<file path="config.mk">
export PLATFORM = sky130hd
export DESIGN_NAME = margin_judge
export DESIGN_NICKNAME = d
export VERILOG_FILES = /design/src/rtl/margin_judge.sv
export SDC_FILE = /design/constraint.sdc
export NUM_CORES = 1
export LEC_CHECK = 0
export ABC_AREA = 1
export BUFFER_PORTS_ARGS = -buffer_cell sky130_fd_sc_hd__buf_2
export CAP_MARGIN = 20
export CORE_MARGIN = 2
export CORE_UTILIZATION = 42
export CTS_CLUSTER_SIZE = 24
export DETAILED_ROUTE_END_ITERATION = 7
export GPL_TIMING_DRIVEN = 0
export PLACE_DENSITY = 0.63
export SLEW_MARGIN = 20
export SYNTH_ARGS = -nofsm -noshare
export SYNTH_HDL_FRONTEND = slang
export SYNTH_SLANG_ARGS = --single-unit
</file>
<file path="constraint.sdc">
create_clock -name clk -period 13.23 [get_ports clk]
set_clock_uncertainty 0.1 [all_clocks]
set_input_delay 1.323 -clock clk [delete_from_list [all_inputs] [get_ports clk]]
set_output_delay 1.323 -clock clk [all_outputs]
set_load 0.03 [all_outputs]
</file>
<file path="src/rtl/margin_judge.sv">
module margin_judge #(
  parameter int NUM_CLASSES = 10,
  parameter int SCORE_W = 16,
  localparam int IDX_W = (NUM_CLASSES > 1) ? $clog2(NUM_CLASSES) : 1,
  localparam int MARGIN_W = SCORE_W + 1
) (
  input  logic                       clk,
  input  logic                       rst_n,
  input  logic                       thr_load,
  input  logic [MARGIN_W-1:0]        thr_data,
  input  logic                       score_valid,
  input  logic signed [SCORE_W-1:0]  score_data,
  input  logic                       score_last,
  output logic                       res_valid,
  output logic [IDX_W-1:0]           res_class,
  output logic [MARGIN_W-1:0]        res_margin,
  output logic                       res_confident
);

  localparam logic signed [SCORE_W-1:0] MIN_S = {1'b1, {(SCORE_W-1){1'b0}}};

  logic [IDX_W-1:0]          cnt_q, idx_q, nxt_idx;
  logic signed [SCORE_W-1:0] top_q, sec_q, nxt_top, nxt_sec;
  logic [MARGIN_W-1:0]       thr_stage, thr_img, thr_use, margin;
  logic                      first, gt_top, gt_sec, take_last;

  assign first     = (cnt_q == '0);
  assign gt_top    = first || (score_data > top_q);
  assign gt_sec    = !first && (score_data > sec_q);
  assign nxt_top   = gt_top ? score_data : top_q;
  assign nxt_idx   = gt_top ? cnt_q : idx_q;
  assign nxt_sec   = first ? MIN_S : (gt_top ? top_q : (gt_sec ? score_data : sec_q));
  assign thr_use   = first ? thr_stage : thr_img;
  assign margin    = {nxt_top[SCORE_W-1], nxt_top} - {nxt_sec[SCORE_W-1], nxt_sec};
  assign take_last = score_valid && score_last;

  always_ff @(posedge clk or negedge rst_n) begin
    if (!rst_n) begin
      thr_stage <= '0;
    end else if (thr_load) begin
      thr_stage <= thr_data;
    end
  end

  always_ff @(posedge clk or negedge rst_n) begin
    if (!rst_n) begin
      cnt_q   <= '0;
      idx_q   <= '0;
      top_q   <= '0;
      sec_q   <= '0;
      thr_img <= '0;
    end else if (score_valid) begin
      cnt_q <= score_last ? '0 : cnt_q + 1'b1;
      idx_q <= nxt_idx;
      top_q <= nxt_top;
      sec_q <= nxt_sec;
      if (first) thr_img <= thr_stage;
    end
  end

  always_ff @(posedge clk or negedge rst_n) begin
    if (!rst_n) begin
      res_valid     <= 1'b0;
      res_class     <= '0;
      res_margin    <= '0;
      res_confident <= 1'b0;
    end else begin
      res_valid <= take_last;
      if (take_last) begin
        res_class     <= nxt_idx;
        res_margin    <= margin;
        res_confident <= margin > thr_use;
      end
    end
  end

  p_idle_quiet_r2: assert property (@(posedge clk) disable iff (!rst_n)
    !take_last |=> !res_valid);

  p_class_range_r3: assert property (@(posedge clk) disable iff (!rst_n)
    res_valid |-> res_class < IDX_W'(NUM_CLASSES));

  p_tie_keeps_index_r4: assert property (@(posedge clk) disable iff (!rst_n)
    (score_valid && !first && score_data == top_q) |=> idx_q == $past(idx_q));

  p_tie_zero_margin_r4: assert property (@(posedge clk) disable iff (!rst_n)
    (take_last && !first && score_data == top_q) |=> (res_margin == '0 && !res_confident));

  p_conf_needs_gap_r6: assert property (@(posedge clk) disable iff (!rst_n)
    (res_valid && res_confident) |-> res_margin != '0);

  p_ceiling_never_r7: assert property (@(posedge clk) disable iff (!rst_n)
    (take_last && (&thr_use)) |=> !res_confident);

  p_stage_hold_r8: assert property (@(posedge clk) disable iff (!rst_n)
    !thr_load |=> $stable(thr_stage));

endmodule

</file>
==> metrics.txt, run 1 <==
Ys Warns 0; share of post-route cells with drive strength above 1 12.4%; peak fanout along the critical path 10; Setup Crit Path Kind in -> reg; Max-Cap Viols 0; syn_area_per_cell 7.37 sq um; clock slew at reported path FFs 0.06 ns; final period utilization 43.6%; Total GRT Usage 21.0%; Top FF cell, synth dfrtp_1; Port-buffer cells 59; Num CTS Buffers 9; DRT Pass-1 Iters 5; Worst setup SP type input pin; sequential share of power 27.0%; Worst Hold End res_margin[1]; RSZ-0062 raised after global routing false; vias per cell 4.84; reg2reg start top_q[11]; synthesized flop and latch total 97; initial drt markers 283; DIE HEIGHT 130 um; ant diodes 0; Seq/Total Area, Yosys 36.3%; Routed wire per std cell 13.8 um; Post-synth top cells nand2_1, inv_1, dfrtp_1; post-route setup TNS 0 ns; DRC viols 0; Max rail drop VDD 0.0000964 V; worst reg-to-reg path cell count 30; P_int 827 uW; Detail Route Antenna Nets 0; Synth async-reset ratio 100%; R2R setup slack 8.12 ns; Syn-to-layout area delta 12.9%; combinational share of power 57.7%; H-tree depth 3; root buffer cell clkbuf_16; Worst setup startpoint score_data[11]; hold_sp res_margin[1]; Mapped Cells 907; multi-input gate area in the final layout 3670 sq um; CTS Buffer Depth 2; CP max stage delay 0.40 ns; net switching power 751 uW; TritonCTS clock tree yes; full die area 16900 sq um; Sw Share 47.6%; PwrDens 209 nW/um^2; Slew HR 56.8%; setup ws final 7.46 ns; global-route wire length before repair 27700 um; clk sinks 97; hold crit path type reg -> reg; worst-skew pair later-pin latency 0.35 ns; Netlist cell types 45; Final Wtd Congestion 0.879; Worst-Margin Slew 0.648 ns; Core Util, Final 48.0%; initial antenna violation count 0; fin nets 1085; area leader, netlist dfrtp_1; IO Count 61; worst hold margin 0.374 ns; top-count cell post-synth nand2_1; fin crit period 5.77 ns; Worst path most repeated cell nand2_1; CP Data Arrival Time 5.96 ns; CP max-delay cell fa_1; Post-CTS Setup Bufs 0; floorplan row count 46; largest net degree at the start of global routing 54; Vias 5809; HPWL after detailed placement 13000 um; setup violators final 0; status completed; Crit. End Element register; static leakage 4.07 nW; hold depth 2; cts hold-fix bufs 0; number of enable flip-flop cells after synthesis 0; final hold vios 0; DIE WIDTH 130 um; register area 2430 sq um; Yosys top cell area share 36.3%; cts repair resizes 0; Fillers 1616; Clock Power Share 15.4%; GR Overflow Total 0; Post-Syn Area 6680 sq um; Core Region 15700 sq um; Fmax achieved 173 MHz; pre-CTS setup slack 7.14 ns; vias in the first global route 5632; drt total wl 16500 um; RR Endpoint res_confident; crit-path leading delay family simple AND/OR/NAND/NOR gates; syn_nets 1014; CP Data Required Time 13.42 ns; max-slew violations 0; Area contributors post-synth dfrtp_1, nand2_1, ha_1, inv_1, o21ai_0; critical path buffer and inverter count 4; starting density of the core 42.5%
==> worst register-to-register path, delay by kind of cell, from the launching register on <==
| family | cells | cell delay, ns |
|---|---|---|
| AO/OA/AOI/OAI | 3 | 0.65 |
| XOR/XNOR | 1 | 0.18 |
| adder cells (fa/ha/maj) | 4 | 1.16 |
| buffers and inverters | 4 | 0.43 |
| flip-flops | 1 | 0.38 |
| AND/OR/NAND/NOR | 18 | 2.15 |
==> per-layer routing <==
layer	wire length, um	global-route usage [%]
met1	8140	29.0
met2	7560	34.4
met3	506	3.16
met4	303	6.07
met5	0	0
==> flip-flops by register name (all words and copies together), names as in the netlist <==
signal and cells:
sec_q 16, cnt_q 4, top_q 16, res_valid 1, thr_stage 17, res_class 4, thr_img 17, res_confident 1
idx_q 4, res_margin 17
==> cells by family after synthesis <==
kind of cell	count (synthesis)	synth area share [%]
and+or+nand+nor	463	29.2
buffers and inverters	137	8.69
AOI/OAI and AO/OA	126	10.8
DFF	97	36.3
adders and majority gates	69	13.0
xor gates and xnor gates	14	1.83
muxes	1	0.150
==> placed cells by master, fill, tap and decap left out, drive strengths merged, types with 2 or more instances in the layout <==
| cell | netlist | layout |
|---|---|---|
| a21oi | 34 | 34 |
| xnor2 | 3 | 3 |
| ha | 68 | 68 |
| nand2 | 370 | 370 |
| buf | 14 | 74 |
| a21o | 2 | 2 |
| clkinv | 1 | 3 |
| dfrtp | 97 | 97 |
| o21bai | 2 | 2 |
| clkinvlp | 0 | 3 |
| nand4 | 19 | 19 |
| nor3 | 6 | 6 |
| inv | 104 | 104 |
| o211ai | 3 | 3 |
| clkbuf | 18 | 29 |
| or2 | 3 | 3 |
| xor2 | 11 | 11 |
| o31ai | 2 | 2 |
| o21ai | 78 | 78 |
| nor2 | 20 | 20 |
| nor4 | 2 | 2 |
| nand3 | 42 | 42 |
==> power by group through the flow <==
stage                     sequential, mW  clock (mW)  combinational, mW
after global routing               0.436       0.262               1.04
after CTS                          0.425       0.250              0.910
after detailed placement           0.429           0              0.902
after floorplan                    0.476           0              0.622
final                              0.425       0.242              0.910
after global placement             0.430           0              0.891
==> layout make-up <==
class                      instances  share of cell area (%)
multi-input combinational        673                    48.7
sequential                        97                    32.2
inverter                         105                    5.26
timing repair buffer              60                    4.36
tap                              216                    3.58
clock buffer                      11                    3.08
buffer                            32                    2.44
clock inverter                     5                   0.431
==> worst max-delay path by stage <==
stage                     to  slack (ns)  cells past startpoint
6_report       res_confident        7.46                     30
5_1_grt        res_confident        7.13                     33
4_1_cts        res_confident        7.50                     30
3_5_place_dp   res_confident        7.14                     30
3_3_place_gp   res_confident        7.20                     30
2_1_floorplan  res_confident        8.04                     29
==> stage by stage <==
step	instance area [sq um]	std cells	power (mW)
detailed placement	7280	1183	1.33
global placement	7250	1182	1.32
CTS	7550	1199	1.59
finish	7550	1199	1.58
floorplan	6680	907	1.10
global route	7550	1199	1.74
Note: power is estimated with default switching activity, not from simulation.
==> run 2: changes to the inputs <==
- ABC_AREA: 1 -> 0
- PLACE_DENSITY: 0.63 -> 0.65
- clock period: 13.23 -> 4.75 ns (I/O delays scaled with it)
==> run 2 against run 1 <==
Against the previous run: the run now ends with setup timing left; critical path depth down 3; sequential power rose to 3.0 times the previous value; sequential cell count unchanged; sequential share of layout area down 2.0 points; largest power group unchanged.
==> metrics.txt, run 2 <==
Yosys top cell area share 37.8%; Ys Warns 0; Crit. End Element register; Area contributors post-synth dfrtp_1, ha_1, mux2_2, mux2i_1, o21ai_0; Worst-Margin Slew 0.747 ns; largest net degree at the start of global routing 66; sequential share of power 18.9%; PwrDens 855 nW/um^2; syn_area_per_cell 9.45 sq um; top-count cell post-synth dfrtp_1; Clock Power Share 10.1%; critical path buffer and inverter count 5; DIE HEIGHT 128 um; Final Wtd Congestion 0.954; Total GRT Usage 22.5%; max-slew violations 0; net switching power 3.20 mW; static leakage 3.66 nW; Syn-to-layout area delta 25.0%; Worst setup SP type register; DIE WIDTH 128 um; crit-path leading delay family simple AND/OR/NAND/NOR gates; setup ws final -0.884 ns; CP Data Arrival Time 5.78 ns; Core Region 15100 sq um; Sw Share 46.5%; violated checks setup timing; HPWL after detailed placement 13400 um; CP max stage delay 0.40 ns; area leader, netlist dfrtp_1; mux contribution to synthesized area 11.4%; CP Data Required Time 4.90 ns; drt total wl 18000 um; final hold vios 0; CP max-delay cell dfrtp_1; status finished with violations; global-route wire length before repair 28800 um; H-tree depth 3; Slew HR 50.2%; Post-Syn Area 6430 sq um; Post-Synth XOR/XNOR Area 1.77%; setup violators final 3; root buffer cell clkbuf_16; Setup Crit Path Kind reg -> reg; vias per cell 5.73; TritonCTS clock tree yes; Post-Synth Simple-Gate Area 12.8%; Num CTS Buffers 9; worst-skew pair later-pin latency 0.37 ns; CTS Buffer Depth 2; RSZ-0062 raised after global routing true; share of post-route cells with drive strength above 1 27.8%; Mapped Cells 680; Fmax achieved 178 MHz; floorplan row count 45; full die area 16300 sq um; IO Count 61; DRT Pass-1 Iters 5; ant diodes 0; Port-buffer cells 59; post-route setup TNS -1.07 ns; starting density of the core 42.6%; number of enable flip-flop cells after synthesis 0; Vias 5627; commonest non-fill, non-tap cells in the layout dfrtp_1, buf_2, ha_1, o21ai_0; fin crit period 5.63 ns; Routed wire per std cell 18.3 um; worst hold margin 0.240 ns; synthesized flop and latch total 97; Detail Route Antenna Nets 0; clk sinks 97; final period utilization 119%; initial drt markers 396; Synth async-reset ratio 100%; peak fanout along the critical path 7; syn_nets 787; clock slew at reported path FFs 0.07 ns; P_int 3.67 mW; fin nets 896; combinational share of power 71.1%; GR Overflow Total 0; Max rail drop VDD 0.000524 V; Top FF cell, synth dfrtp_1; largest registers res_margin x17, thr_img x17, thr_stage x17; area share of fa/ha/maj cells after synthesis 13.5%; DRC viols 0; Netlist cell types 53; largest family of logic cells by synthesized area compound AO/OA/AOI/OAI gates; Post-synth top cells dfrtp_1, ha_1, o21ai_0; complex-gate fraction of the synthesized area 17.9%; initial antenna violation count 0; Max-Cap Viols 0; vias in the first global route 5722; Seq/Total Area, Yosys 37.8%; hold crit path type in -> reg; commonest non-fill, non-tap cell in the layout dfrtp_1
[run 2: cell count changes in the layout (fill, tap and decap cells not counted), moves of 12 or more]
cell,previous run,this run
ha_1,68,55
ha_4,0,13
o21bai_1,2,14
a211o_1,0,13
mux2_2,0,33
o21ai_2,15,3
o22ai_1,1,18
o21ai_0,61,43
buf_4,1,38
inv_1,100,35
mux2i_1,1,32
nor2_1,19,41
nand2_1,368,41
[run 2: metal layers]
layer	GRT usage [%]	up-vias	share of wire (%)
met3	4.55	37	5.0
met4	8.34	0	2.7
met2	38.3	176	48
li1	-	2684	-
met1	28.3	2730	44
met5	0	-	0
[run 2: power by group through the flow]
stage	Combinational, mW	Clock (mW)	Sequential, mW
floorplan	2.75	0	1.44
CTS	4.35	0.701	1.29
global route	5.37	0.736	1.32
global placement	3.76	0	1.28
finish	4.88	0.692	1.29
detailed placement	3.89	0	1.30
[run 2: layout make-up]
class	count	area (sq um)
Clock inverter	6	42.5
Sequential cell	97	2430
Buffer	34	184
Timing Repair Buffer	99	624
Inverter	45	169
Tap cell	188	235
Fill cell	1365	7050
Multi-Input combinational cell	503	4130
Clock buffer	10	229
[run 2: path summary, 6_finish.rpt]
kind,from,end,slack [ns],cells past startpoint
worst max-delay path,top_q[15],res_confident,-0.88,27
worst min register to register,res_margin[0],res_margin[0],0.38,2
min in group asynchronous,rst_n,sec_q[2],0.46,2
worst max register to register,top_q[15],res_confident,-0.88,27
worst min-delay path,thr_data[14],thr_stage[14],0.24,2
max in group asynchronous,rst_n,thr_img[16],3.45,3
[run 2: metrics by stage]
stage | instances | setup WS (ns) | utilization (%) | power [mW] | cell area [sq um]
global route | 982 | -1.14 | 53.3 | 7.43 | 8040
global placement | 927 | -1.44 | 46.4 | 5.04 | 7000
CTS | 969 | -0.748 | 51.2 | 6.34 | 7730
finish | 982 | -0.884 | 53.3 | 6.87 | 8040
detailed placement | 928 | -1.47 | 46.6 | 5.19 | 7040
floorplan | 680 | -0.530 | - | 4.18 | 6470
[run 2: cell families (layout without fill, tap and decap cells)]
family,after synthesis,in the layout
xor gates and xnor gates,13,13
adders and majority gates,69,69
AOI/OAI and AO/OA,180,180
DFF,97,97
muxes,69,69
and+or+nand+nor,172,172
buffers and inverters,80,194
[run 2: repair_timing]
action | 4_1_cts | 5_1_grt
buffers inserted | 24 | 14
hold buffers | 1 | 0
endpoints found under the hold margin | 32 | 0
pin swaps | 31 | 25
endpoints found under the setup margin | 9 | 10
resized for setup | 44 | 37
